$ cat config.mk
export PLATFORM = sky130hd
export DESIGN_NAME = lin_tx_guard
export DESIGN_NICKNAME = d
export VERILOG_FILES = /design/src/rtl/lin_guard_pkg.sv /design/src/rtl/lin_bit_sync.sv /design/src/rtl/lin_dom_timer.sv /design/src/rtl/lin_thermal_lock.sv /design/src/rtl/lin_batt_mon.sv /design/src/rtl/lin_tx_guard.sv
export SDC_FILE = /design/constraint.sdc
export NUM_CORES = 1
export LEC_CHECK = 0
export BUFFER_PORTS_ARGS = -buffer_cell sky130_fd_sc_hd__buf_2
export CORE_ASPECT_RATIO = 1.2
export CORE_MARGIN = 2
export CORE_UTILIZATION = 55
export CTS_BUF_LIST = sky130_fd_sc_hd__clkbuf_8
export DETAILED_ROUTE_END_ITERATION = 12
export GPL_TIMING_DRIVEN = 1
export PLACE_DENSITY_LB_ADDON = 0.15
export SKIP_LAST_GASP = 1
export SYNTH_ARGS = -nofsm -noshare
export SYNTH_HDL_FRONTEND = slang
export SYNTH_SLANG_ARGS = --single-unit
$ cat constraint.sdc
create_clock -name clk -period 2.8 [get_ports clk]
set_input_delay 0.14 -clock clk [delete_from_list [all_inputs] [get_ports clk]]
set_output_delay 0.14 -clock clk [all_outputs]
set_load 0.1 [all_outputs]
$ cat src/rtl/lin_guard_pkg.sv
// Shared types for the LIN transmitter safety gate.
// Assumes: nothing beyond IEEE 1800-2017 packages.
package lin_guard_pkg;
    // State of the battery hysteresis monitor.
    typedef enum logic {
        BATT_OK    = 1'b0,
        BATT_MUTED = 1'b1
    } batt_state_t;
endpackage

$ cat src/rtl/lin_bit_sync.sv
// Multi-flop synchronizer for one asynchronous level.
// Assumes: STAGES >= 2; resets to RESET_VAL synchronously.
module lin_bit_sync #(
    parameter int   STAGES    = 2,
    parameter logic RESET_VAL = 1'b1
) (
    input  logic clk,
    input  logic rst_n,
    input  logic d_i,
    output logic q_o
);
    logic [STAGES-1:0] chain;

    // Shift the input through the flop chain.
    always_ff @(posedge clk) begin
        if (!rst_n) begin
            chain <= {STAGES{RESET_VAL}};
        end else begin
            chain <= {chain[STAGES-2:0], d_i};
        end
    end

    assign q_o = chain[STAGES-1];
endmodule

$ cat src/rtl/lin_dom_timer.sv
// Dominant timeout: counts edges with the synchronized line low and
// flags a lock at LIMIT. The count saturates and clears on any high sample.
// Assumes: LIMIT >= 1; txd_s_i is already synchronous.
module lin_dom_timer #(
    parameter int LIMIT = 1000
) (
    input  logic clk,
    input  logic rst_n,
    input  logic txd_s_i,
    output logic lock_o
);
    localparam int CW = $clog2(LIMIT + 1);
    localparam logic [CW-1:0] TERM = CW'(LIMIT);

    logic [CW-1:0] cnt;

    // Count low samples, hold at the terminal count, clear on high.
    always_ff @(posedge clk) begin
        if (!rst_n) begin
            cnt <= '0;
        end else if (txd_s_i) begin
            cnt <= '0;
        end else if (cnt != TERM) begin
            cnt <= cnt + 1'b1;
        end
    end

    assign lock_o = (cnt == TERM);
endmodule

$ cat src/rtl/lin_thermal_lock.sv
// Thermal lock: sets on over-temperature and re-arms only after the
// flag has cleared and a recessive transmit level is seen.
// Assumes: overtemp_i is synchronous to clk.
module lin_thermal_lock (
    input  logic clk,
    input  logic rst_n,
    input  logic overtemp_i,
    input  logic txd_s_i,
    output logic lock_o
);
    // Set on heat, hold until cool and the line is high.
    always_ff @(posedge clk) begin
        if (!rst_n) begin
            lock_o <= 1'b0;
        end else if (overtemp_i) begin
            lock_o <= 1'b1;
        end else if (txd_s_i) begin
            lock_o <= 1'b0;
        end
    end
endmodule

$ cat src/rtl/lin_batt_mon.sv
// Battery monitor with two thresholds: mutes below the low level and
// unmutes only above the high level; the low flag has priority.
// Assumes: both flags are synchronous to clk.
module lin_batt_mon
    import lin_guard_pkg::*;
(
    input  logic clk,
    input  logic rst_n,
    input  logic low_i,
    input  logic high_i,
    output logic mute_o
);
    batt_state_t state;

    // Hysteresis state update.
    always_ff @(posedge clk) begin
        if (!rst_n) begin
            state <= BATT_OK;
        end else if (low_i) begin
            state <= BATT_MUTED;
        end else if (high_i) begin
            state <= BATT_OK;
        end
    end

    assign mute_o = (state == BATT_MUTED);
endmodule

$ cat src/rtl/lin_tx_guard.sv
// LIN transmitter safety gate: combines the synchronized transmit level
// with the mode flag and three protection locks into the driver enable.
// Assumes: comparator flags are synchronous; txd_i may be asynchronous.
module lin_tx_guard #(
    parameter int TIMEOUT_CYCLES = 4_000_000,
    parameter int SYNC_STAGES    = 2
) (
    input  logic clk,
    input  logic rst_n,
    input  logic txd_i,
    input  logic normal_mode_i,
    input  logic overtemp_i,
    input  logic batt_low_i,
    input  logic batt_high_i,
    output logic drive_dom_o,
    output logic timeout_active_o,
    output logic thermal_lock_o,
    output logic battery_mute_o
);
    logic txd_s;

    lin_bit_sync #(.STAGES(SYNC_STAGES), .RESET_VAL(1'b1)) u_sync (
        .clk   (clk),
        .rst_n (rst_n),
        .d_i   (txd_i),
        .q_o   (txd_s)
    );

    lin_dom_timer #(.LIMIT(TIMEOUT_CYCLES)) u_timer (
        .clk     (clk),
        .rst_n   (rst_n),
        .txd_s_i (txd_s),
        .lock_o  (timeout_active_o)
    );

    lin_thermal_lock u_thermal (
        .clk        (clk),
        .rst_n      (rst_n),
        .overtemp_i (overtemp_i),
        .txd_s_i    (txd_s),
        .lock_o     (thermal_lock_o)
    );

    lin_batt_mon u_batt (
        .clk    (clk),
        .rst_n  (rst_n),
        .low_i  (batt_low_i),
        .high_i (batt_high_i),
        .mute_o (battery_mute_o)
    );

    // Driver enable: every condition must permit a dominant symbol.
    always_comb begin
        drive_dom_o = normal_mode_i && !txd_s && !timeout_active_o
                      && !thermal_lock_o && !battery_mute_o;
    end
endmodule

# Yosys cells after proc, flatten, opt, wreduce, memory -nomap -nowiden
# Cells that the tools add are included.
# word_totals
input_bits,7
elab_cells,23
reg_bits,26
output_inout_bits,4
# classes
n_reduce_logical,11
eq_ne,2
n_bitwise,1
addsub,1
muxes,4
# ops
operator,n
"adder 22 x 1 -> 22 bit, second input constant",1
"== test 22 bit, second input constant",1
"inequality test 22 bit, second input constant",1
logical AND 1 bit,4
zero test 1 bit,4
2-to-1 mux 1 bit,4
nonzero test 2 bit,2
OR reduction 2 bit,1
inverter 1 bit,1

# Depth between registers and ports, before layout
# Gate-level depths: netlist of run 1.
# logic_depth
word_depth,5
mapped_depth,6
mapped_depth_nobuf,5

# By module
# Synthesis of run 1 repeated with hierarchy kept, for this count alone.
# hier_totals
cells_unflattened,136
area_unflattened_um2,1208.7
# modules_own_cells
module,cells_each,n_inst,seq_area_each_um2,area_per_inst_um2
lin_dom_timer,124,1,440.4,1054.8
lin_bit_sync,4,1,40.0,52.6
lin_batt_mon,3,1,20.0,41.3
lin_thermal_lock,3,1,20.0,41.3
lin_tx_guard,2,1,0.0,18.8

# Least setup slack after synthesis of run 1
# Ideal clock, no wire load.
# synth_path
path_type,register -> output
startpoint,register u_timer.cnt[0]
endpoint,output drive_dom_o
stages_incl_launch_ff,7
slack_ns,-1.850
arrival_ns,4.510
n_path_buf,1
cell_sequence,dfxtp_1 > inv_1 > ha_1 > and3_1 > and2_1 > clkbuf_1 > nor4_1
# synth_via
elab_chain_len,5
# synth_lines
item,line,source
"start, declared",lin_dom_timer.sv:15,logic [CW-1:0] cnt;
"start signal, assigned",lin_dom_timer.sv:24,cnt <= cnt + 1'b1;
== test 22 bit,lin_dom_timer.sv:28,assign lock_o = (cnt == TERM);
net timeout_active_o,lin_tx_guard.sv:16,"output logic timeout_active_o,"
zero test 1 bit,lin_tx_guard.sv:54,drive_dom_o = normal_mode_i && !txd_s && !timeout_active_o
logical AND 1 bit,lin_tx_guard.sv:54,
logical AND 1 bit (2 in series),lin_tx_guard.sv:55,&& !thermal_lock_o && !battery_mute_o;
"end, declared",lin_tx_guard.sv:15,"output logic drive_dom_o,"
# The timed path passes the listed nets, and every way through them passes these cells.

# Worst setup path after layout of run 1
# layout_path
startpoint,register u_timer.cnt[13]
endpoint,output timeout_active_o
# layout_via
elab_chain_len,1
# layout_lines
item,line
== test 22 bit,lin_dom_timer.sv:28
"end, declared",lin_tx_guard.sv:16
# No other way between the ends.

==> flow_summary.toml, run 1 <==
[placed_design]
rd_place_congestion = 0.8031
hpwlAfterDp_um = 1602
place.detailed.instances = 176
io_buffer_count = 10

[global_routing]
grt_antenna_before_repair = 0
global_route_wire_length_before_repair_um = 3801
gr-usage-all-layers_pct = 19.40
grt_max_degree = 20
vias_in_the_first_global_route = 943
grt_overflow = 0

[yosys]
yosysSeqAreaShare_pct = 42.62
yosys.area.top_type = "sky130_fd_sc_hd__dfxtp_1"
synth.top_cells.by_count = "sky130_fd_sc_hd__dfxtp_1 (26), sky130_fd_sc_hd__nor2_1 (16), sky130_fd_sc_hd__nand2_1 (10)"
ys_async_sr_fraction_pct = 0
mappedNetlistArea_um2 = 1221
postSynthCellCount = 141
synthesis.yosys.warnings = 0
library_cell_with_the_highest_instance_count_after_synthesis = "sky130_fd_sc_hd__dfxtp_1"
synthesis.area_per_instance_um2 = 8.661
most_instantiated_flip_flop_cell_in_the_synthesis_netlist = "sky130_fd_sc_hd__dfxtp_1"
count_of_flip_flops_with_a_built_in_enable_after_synthesis = 0
synth_top_area_share_pct = 42.62
synth-seq-cells = 26
synth.lib_cells_used.distinct = 34
post_synthesis_net_count = 150
synth.area.top_cells = "sky130_fd_sc_hd__dfxtp_1 (43%), sky130_fd_sc_hd__xnor2_1 (5.7%), sky130_fd_sc_hd__nor2_1 (4.9%)"

[power]
netSwitchingFraction_pct = 21.99
seq_power_share_pct = 61.3
pwr-share-comb_pct = 5.2
cell_internal_pwr_uw = 478.1
netSwitchingPower_uw = 134.8
max-vdd-ir-drop_mv = 0.3599
sum_of_internal_switching_and_leakage_power_uw = 612.9
leakagePower_uw = 0.0004510
power.density_cell_area_nw_per_um2 = 455.7
power_share_of_the_clock_group_pct = 33.5

[setup_path]
cp.arrival_ps = 2040
regToRegStartpoint = "u_timer.cnt[0]"
endpoint_kind = "output port"
path_cells = "nor4b_1 -> and4_1 -> and2_1 -> buf_2"
reg2regPathDepth = 5
r2r_setup_slack_ps = 630
worstPathBufferInverterCount = 1
critical_path.reg2reg.endpoint = "u_timer.cnt[20]"
critical_path_required_ps = 2660
crit_slowest_cell = "sky130_fd_sc_hd__buf_2"
critPathKind = "reg2out"
worst_path_largest_cell_delay_ps = 480
crit_fanout = 7
worst_setup_path_start_kind = "register"
path_delay_family = "simple AND/OR/NAND/NOR gates"

[drt]
vias_per_cell = 5.520
drt_pre_antenna_iters = 4
wirelength_um = 2182
routedWlPerCell_um = 12.19
drtAntennaViolNets = 0
post_route_drc = 0
vias = 988
detailedRoute.firstIterationViolations = 16

[timing]
fin_setup_tns_ps = 0
setup_violations = 0
rsz_0062_raised_after_global_routing = "false"
max_freq_mhz = 458.8
hold_viol_final = 0
worst_slew_margin_rel_pct = 48.61
clock_skew_ps = 1.726
post-route-min-period_ps = 2180
share_of_the_clock_period_used_by_the_worst_path_pct = 77.84
worst_slew_pin_slew_ps = 764.5
fin_hold_ws_ps = 47.61
finalMaxSlewViolations = 0

[cts]
cts_inserted_buffers = 3
clock_latency_ps = 270
clk_root_buffer_cell = "sky130_fd_sc_hd__clkbuf_8"
clkTransAtPathRegs_ps = 80
maximum_count_of_clock_buffers_along_a_single_path = 2
setup_repair_bufs_after_cts = 0
clock_tree_from_tritoncts = "done"
cts_resized = 0
numClockSinks = 26
cts_max_level = 1
post_cts_hold_buffer_count = 0

[floorplanning]
floorplan.die_area_um2 = 2615
io-pin-count = 11
chipWidth_um = 47.02
num_rows = 18
initial_core_util_pct = 58.94
die_height_um = 55.62
core-area_um2 = 2072

[worst_hold_path]
timing.hold.worst_path_depth = 2
holdCritPathClass = "in2reg"
end_point_of_the_most_critical_hold_path = "u_sync.chain[0]"
hold_path.startpoint = "txd_i"

[layout]
drive_gt1_share_pct = 13.42
syn_to_final_growth_pct = 10.14
layout.cells.non_filler = 179
final_nets = 160
finish.utilization_pct = 64.92
number_of_antenna_diodes = 0

[status]
outcome = "complete, no violations"

[run]
cap_viol_max_count = 0
registers in the layout, summed over array words and instances, names as in the netlist:
signal / count
u_batt.mute_o: 1
u_sync.chain: 2
u_thermal.lock_o: 1
u_timer.cnt: 22
power by group through the flow:
| stage | registers, uW | clock network (uW) | logic (uW) |
|---|---|---|---|
| 2_1_floorplan | 397 | 0 | 11.4 |
| 3_3_place_gp | 384 | 0 | 31.8 |
| 3_5_place_dp | 384 | 0 | 32.4 |
| 4_1_cts | 376 | 216 | 32.4 |
| 5_1_grt | 376 | 225 | 34.5 |
| 6_report | 376 | 205 | 32.1 |
per-stage QoR:
stage	setup slack, ps	cell area, um2
final	620.4	1345
after global routing	474.3	1345
after CTS	615.5	1345
after detailed placement	652.1	1304
after global placement	728.6	1304
after floorplan	23.79	1236
routing by layer:
metal	track usage [%]	wire length, um
met1	25.31	1007
met3	2.922	43
met4	8.333	48
met5	0	0
met2	30.72	1082
cells by family (layout without fill, tap and decap cells):
family | count (synthesis) | count (layout) | share of synthesized area [%]
flip-flops | 26 | 26 | 42.62
buffers and inverters | 11 | 19 | 3.483
XOR/XNOR | 10 | 10 | 7.173
adder cells (fa/ha/maj) | 2 | 2 | 2.049
AO/OA/AOI/OAI | 20 | 20 | 10.45
multiplexers | 2 | 2 | 1.639
AND/OR/NAND/NOR | 70 | 70 | 32.58
worst register-to-register path: stages, from the launching register on:
cell                      delay, ps
sky130_fd_sc_hd__dfxtp_1        400
sky130_fd_sc_hd__ha_1           220
sky130_fd_sc_hd__nand3_1        160
sky130_fd_sc_hd__or4_1          660
sky130_fd_sc_hd__or4_1          500
sky130_fd_sc_hd__a21oi_1        160
worst max-delay path by stage:
| stage | startpoint | endpoint | slack [ps] | cells past startpoint |
|---|---|---|---|---|
| after global placement | u_timer.cnt[0] | u_timer.cnt[20] | 730 | 5 |
| after detailed placement | u_timer.cnt[0] | u_timer.cnt[20] | 650 | 5 |
| after CTS | u_timer.cnt[13] | timeout_active_o | 620 | 4 |
| final | u_timer.cnt[13] | timeout_active_o | 620 | 4 |
| after floorplan | u_timer.cnt[0] | drive_dom_o | 20 | 6 |
| after global routing | u_timer.cnt[0] | u_timer.cnt[20] | 470 | 5 |
cell usage in the layout, fill, tap and decap left out, types with 2 or more instances in the layout:
| cell | instances |
|---|---|
| sky130_fd_sc_hd__a21oi_1 | 5 |
| sky130_fd_sc_hd__a31oi_1 | 3 |
| sky130_fd_sc_hd__a41o_1 | 3 |
| sky130_fd_sc_hd__and3_1 | 4 |
| sky130_fd_sc_hd__and4_1 | 2 |
| sky130_fd_sc_hd__buf_2 | 10 |
| sky130_fd_sc_hd__clkbuf_8 | 3 |
| sky130_fd_sc_hd__dfxtp_1 | 26 |
| sky130_fd_sc_hd__ha_1 | 2 |
| sky130_fd_sc_hd__inv_1 | 6 |
| sky130_fd_sc_hd__mux2i_1 | 2 |
| sky130_fd_sc_hd__nand2_1 | 10 |
| sky130_fd_sc_hd__nand2b_1 | 6 |
| sky130_fd_sc_hd__nand3_1 | 6 |
| sky130_fd_sc_hd__nand4_1 | 4 |
| sky130_fd_sc_hd__nor2_1 | 16 |
| sky130_fd_sc_hd__nor2b_1 | 3 |
| sky130_fd_sc_hd__nor3_1 | 4 |
| sky130_fd_sc_hd__nor4_1 | 2 |
| sky130_fd_sc_hd__o21a_1 | 2 |
| sky130_fd_sc_hd__o21ai_0 | 5 |
| sky130_fd_sc_hd__or3_2 | 4 |
| sky130_fd_sc_hd__or4_1 | 2 |
| sky130_fd_sc_hd__xnor2_1 | 8 |
| sky130_fd_sc_hd__xor2_1 | 2 |
final cells by class:
| cell class | instances | area (um2) |
|---|---|---|
| clock buffer | 3 | 41.29 |
| fill | 185 | 726.9 |
| inverter | 6 | 22.52 |
| multi-input combinational | 104 | 673.1 |
| sequential | 26 | 520.5 |
| tap | 30 | 37.54 |
| timing repair buffer | 10 | 50.05 |
Power figures use the tool's default switching activity.
==> run 2: changes to the inputs <==
- clock period: 2.8 -> 2.3 ns (I/O delays scaled with it)
==> flow_summary.toml, run 2 (synthesis gave the netlist of run 1 again) <==
[cts]
cts_resized = 0
clkTransAtPathRegs_ps = 90
clock_tree_from_tritoncts = "done"
cts_inserted_buffers = 3
setup_repair_bufs_after_cts = 0
numClockSinks = 26
clk_root_buffer_cell = "sky130_fd_sc_hd__clkbuf_8"
post_cts_hold_buffer_count = 0
cts_max_level = 1
maximum_count_of_clock_buffers_along_a_single_path = 2
clock_latency_ps = 260

[global_routing]
gr-usage-all-layers_pct = 21.00
global_route_wire_length_before_repair_um = 4146
vias_in_the_first_global_route = 1022
grt_max_degree = 15
grt_antenna_before_repair = 0
grt_overflow = 0

[timing]
rsz_0062_raised_after_global_routing = "false"
worst_slew_pin_slew_ps = 651.4
setup_violations = 0
share_of_the_clock_period_used_by_the_worst_path_pct = 92.40
post-route-min-period_ps = 2125
finalMaxSlewViolations = 0
fin_setup_tns_ps = 0
max_freq_mhz = 470.5
clock_skew_ps = 2.240
worst_slew_margin_rel_pct = 56.49
hold_viol_final = 0

[setup_path]
reg2regPathDepth = 5
worst_setup_path_endpoint = "timeout_active_o"
cp-startpoint = "u_timer.cnt[13]"
endpoint_kind = "output port"
r2r_setup_slack_ps = 180
critical_path.reg2reg.endpoint = "u_timer.cnt[20]"
critPathKind = "reg2out"
cp.arrival_ps = 2010
regToRegStartpoint = "u_timer.cnt[0]"
critical_path_required_ps = 2180
crit_fanout = 7
worst_setup_path_start_kind = "register"

[layout]
drive_gt1_share_pct = 15.79
final_nets = 162
flip_flop_count_of_the_largest_register_all_copies_and_words_added = 22
max_flop_register = "u_timer.cnt"
syn_to_final_growth_pct = 12.81
number_of_antenna_diodes = 0
biggestRegsByFlops = "u_timer.cnt x22, u_sync.chain x2"
layout_commonest_cell = "sky130_fd_sc_hd__dfxtp_1"
layout.cells.non_filler = 182
most-common-layout-cells = "sky130_fd_sc_hd__dfxtp_1 (26), sky130_fd_sc_hd__nor2_1 (16), sky130_fd_sc_hd__nand2_1 (10), sky130_fd_sc_hd__buf_2 (10), sky130_fd_sc_hd__xnor2_1 (8)"

[floorplanning]
num_rows = 18
die_height_um = 55.62
io-pin-count = 11
floorplan.die_area_um2 = 2615
initial_core_util_pct = 58.94
chipWidth_um = 47.02
core-area_um2 = 2072

[placed_design]
place.detailed.instances = 178
hpwlAfterDp_um = 1636
rd_place_congestion = 0.7959
io_buffer_count = 10

[drt]
routedWlPerCell_um = 12.87
wirelength_um = 2342
detailedRoute.firstIterationViolations = 15
vias = 1035
vias_per_cell = 5.687
drt_pre_antenna_iters = 4
drtAntennaViolNets = 0
post_route_drc = 0

[run]
cap_viol_max_count = 0

[power]
power.density_cell_area_nw_per_um2 = 568.4
leakagePower_uw = 0.0004695
max-vdd-ir-drop_mv = 0.4180

[status]
outcome = "complete, no violations"

[worst_hold_path]
holdCritPathClass = "in2reg"
## run 2: cell types whose count changed in the layout (fill, tap and decap cells not counted), sizes merged
cell    previous run  this run
buf               10        12
clkbuf             3         4
## run 2: area by class of cell
class	instances	area [um2]
fillers	185	694.4
clock buffers	4	55.05
repair buffers	12	65.06
well taps	30	37.54
flip-flops and latches	26	520.5
multi-input cells	104	676.9
inverters	6	22.52
## run 2: how the worst min path moves through the flow
stage	from	to	slack, ps	cells after the start
2_1_floorplan	rst_n	u_sync.chain[0]	190	1
3_3_place_gp	txd_i	u_sync.chain[0]	300	2
3_5_place_dp	txd_i	u_sync.chain[0]	300	2
4_1_cts	txd_i	u_sync.chain[0]	30	2
5_1_grt	txd_i	u_sync.chain[0]	20	2
6_report	txd_i	u_sync.chain[0]	40	2
## run 2: worst max-delay path, stage by stage (launching register included)
cell and delay, ps:
sky130_fd_sc_hd__dfxtp_1 390, sky130_fd_sc_hd__nor4b_1 340, sky130_fd_sc_hd__and4_1 260, sky130_fd_sc_hd__and2_1 280, sky130_fd_sc_hd__buf_2 480
## run 2: per-layer routing
layer  up-vias  routed length, um  track usage, %
met1       490               1040           27.07
met3         8                 65           3.896
met4         0                 53           8.333
met5         -                  0               0
met2        17               1183           33.46
li1        520                  -               -
## run 2: per-stage QoR
stage               hold slack [ps]  util [%]  power (uW)  worst slack, ps  area (um2)
finish                        35.01     66.49       783.0            174.7        1378
CTS                           27.83     66.30       789.7            142.6        1374
global route                  19.75     66.49       810.6            64.38        1378
global placement              299.0     63.65       507.3            233.7        1319
floorplan                     188.0         -       497.3            71.80        1246
detailed placement            303.7     63.65       508.0            152.8        1319
## run 2: power by group
group          leakage, uW  internal [uW]  switching [uW]
registers         0.000210            454            3.47
logic             0.000230           11.3            28.5
clock network    0.0000288            153             133
==> run 3: changes to the inputs <==
- ABC_AREA: default -> 1
- CORE_ASPECT_RATIO: 1.2 -> 1.5
- PLACE_DENSITY: default -> 0.74
- PLACE_DENSITY_LB_ADDON: 0.15 -> default
==> flow_summary.toml, run 3 <==
[drt]
dr_wl_met2_um = 1794
route.top_layer_used = "met4"
drtAntennaViolNets = 0
vias_per_cell = 5.508
post_route_drc = 0
drt_pre_antenna_iters = 4
vias = 1432
detailedRoute.firstIterationViolations = 49
wl_met3_um = 105
routedWlPerCell_um = 12.86
wirelength_um = 3344
m1WireLength_um = 1338

[yosys]
synth.top_cells.by_count = "sky130_fd_sc_hd__nand2_1 (48), sky130_fd_sc_hd__nor2_1 (35), sky130_fd_sc_hd__inv_1 (32)"
most_instantiated_flip_flop_cell_in_the_synthesis_netlist = "sky130_fd_sc_hd__dfxtp_1"
synthesis.area_per_instance_um2 = 6.508
postSynthCellCount = 223
yosysSeqAreaShare_pct = 35.86
mappedNetlistArea_um2 = 1451
synth.lib_cells_used.distinct = 23
synth_top_area_share_pct = 35.86
ys_async_sr_fraction_pct = 0
library_cell_with_the_highest_instance_count_after_synthesis = "sky130_fd_sc_hd__nand2_1"
count_of_flip_flops_with_a_built_in_enable_after_synthesis = 0
synth.area.top_cells = "sky130_fd_sc_hd__dfxtp_1 (36%), sky130_fd_sc_hd__nand2_1 (12%), sky130_fd_sc_hd__nor2_1 (9.1%)"
yosys.area.top_type = "sky130_fd_sc_hd__dfxtp_1"
synthesis.yosys.warnings = 0
synth-seq-cells = 26
post_synthesis_net_count = 232

[setup_path]
critPathKind = "reg2out"
critical_path.reg2reg.endpoint = "u_timer.cnt[16]"
endpoint_kind = "output port"
worst_setup_path_start_kind = "register"
regToRegStartpoint = "u_timer.cnt[1]"
worstPathBufferInverterCount = 3
reg2regPathDepth = 6
path_delay_family = "buffers and inverters"
critical_path_required_ps = 2180
r2r_setup_slack_ps = 750
crit_fanout = 4
worst_path_largest_cell_delay_ps = 420
path_cells = "inv_1 -> ha_1 -> nand3_1 -> nor2_1 -> nand3_1 -> inv_1 -> buf_2"
crit_slowest_cell = "sky130_fd_sc_hd__buf_2"
cp.arrival_ps = 1780

[cts]
maximum_count_of_clock_buffers_along_a_single_path = 2
cts_max_level = 1
cts_inserted_buffers = 3
clk_root_buffer_cell = "sky130_fd_sc_hd__clkbuf_8"
clock_latency_ps = 280
cts_resized = 0
post_cts_hold_buffer_count = 0
clock_tree_from_tritoncts = "done"
numClockSinks = 26
setup_repair_bufs_after_cts = 0
clkTransAtPathRegs_ps = 80

[timing]
clock_skew_ps = 6.712
fin_setup_tns_ps = 0
share_of_the_clock_period_used_by_the_worst_path_pct = 82.49
post-route-min-period_ps = 1897
rsz_0062_raised_after_global_routing = "false"
setup_violations = 0
hold_viol_final = 0
max_freq_mhz = 527.1
worst_slew_pin_slew_ps = 484.2
worst_slew_margin_rel_pct = 67.94
finalMaxSlewViolations = 0

[floorplanning]
initial_core_util_pct = 58.59
core-area_um2 = 2477
io-pin-count = 11
chipWidth_um = 45.95
floorplan.die_area_um2 = 3074
num_rows = 22
die_height_um = 66.92

[layout]
fillerInstances = 240
final_cell_area_um2 = 1575
final_nets = 247
flip_flop_count_of_the_largest_register_all_copies_and_words_added = 22
max_flop_register = "u_timer.cnt"
final-seq-area_um2 = 520.5
number_of_antenna_diodes = 0
syn_to_final_growth_pct = 8.534
most-common-layout-cells = "sky130_fd_sc_hd__nand2_1 (48), sky130_fd_sc_hd__nor2_1 (35), sky130_fd_sc_hd__inv_1 (32)"
biggestRegsByFlops = "u_timer.cnt x22, u_sync.chain x2"
layout_commonest_cell = "sky130_fd_sc_hd__nand2_1"
finish.utilization_pct = 63.59
layout.cells.non_filler = 260
drive_gt1_share_pct = 13.56
multiInputGateArea_um2 = 798.3

[placed_design]
placedInstanceArea_um2 = 1534
hpwlAfterDp_um = 2581
rd_place_congestion = 0.8849
io_buffer_count = 10
place.detailed.instances = 257

[power]
max-vdd-ir-drop_mv = 0.4738
leakagePower_uw = 0.0005962
power.density_cell_area_nw_per_um2 = 483.3

[status]
outcome = "complete, no violations"

[global_routing]
grt_max_degree = 15
grt_antenna_before_repair = 0
gr-usage-all-layers_pct = 25.66
vias_in_the_first_global_route = 1396
global_route_wire_length_before_repair_um = 5692
grt_overflow = 0

[worst_hold_path]
end_point_of_the_most_critical_hold_path = "u_sync.chain[0]"
hold_path.startpoint = "txd_i"
timing.hold.worst_path_depth = 2
holdCritPathClass = "in2reg"

[run]
cap_viol_max_count = 0
## run 3: through the flow
stage / hold slack (ps) / power, uW / worst slack (ps)
global placement: 301.6 / 506.3 / 749.4
CTS: 15.78 / 763.6 / 381.7
global route: 16.98 / 775.1 / 245.0
finish: 20.24 / 761.4 / 402.8
detailed placement: 304.1 / 507.3 / 694.4
floorplan: 221.6 / 496.4 / 600.2
## run 3: where the power goes
part / internal (uW) / switching [uW] / leakage [uW]
clock network: 118 / 147 / 0.0000216
logic: 10.5 / 29.4 / 0.000364
registers: 454 / 2.50 / 0.000210
total: 582 / 179 / 0.000596
## run 3: how the worst max path moves through the flow
stage,startpoint,to,cells past startpoint
after detailed placement,u_timer.cnt[0],timeout_active_o,7
after global placement,u_timer.cnt[0],timeout_active_o,7
after global routing,u_timer.cnt[0],timeout_active_o,7
final,u_timer.cnt[0],timeout_active_o,7
after floorplan,u_thermal.lock_o,drive_dom_o,3
after CTS,u_timer.cnt[0],timeout_active_o,7
## run 3: cells by family (layout without fill, tap and decap cells)
group	after synthesis	after routing	synth area share (%)
flops	26	26	35.86
simple gates	129	129	41.64
xor+xnor	2	2	1.207
compound gates	29	29	10.43
fa+ha+maj	2	2	1.724
buf+inv	35	48	9.138
## run 3: layout make-up
cell class                      count  area share (%)
Clock buffer                        3           2.621
Inverter                           34           8.102
Multi-Input combinational cell    162           50.68
Sequential cell                    26           33.04
Tap cell                           24           1.906
Timing Repair Buffer               11           3.654
## run 3: routing by layer
layer	vias up	global-route usage, %
met3	12	2.710
met2	39	46.01
met1	640	26.63
li1	741	-
met5	-	0
met4	0	16.07
## run 3: worst register-to-register path, cell delays in order, from the launching register on
cell	delay, ps
sky130_fd_sc_hd__dfxtp_1	390
sky130_fd_sc_hd__ha_1	320
sky130_fd_sc_hd__nand2_2	110
sky130_fd_sc_hd__nor2_2	160
sky130_fd_sc_hd__nand2_1	150
sky130_fd_sc_hd__o21ai_0	230
sky130_fd_sc_hd__a21oi_1	90
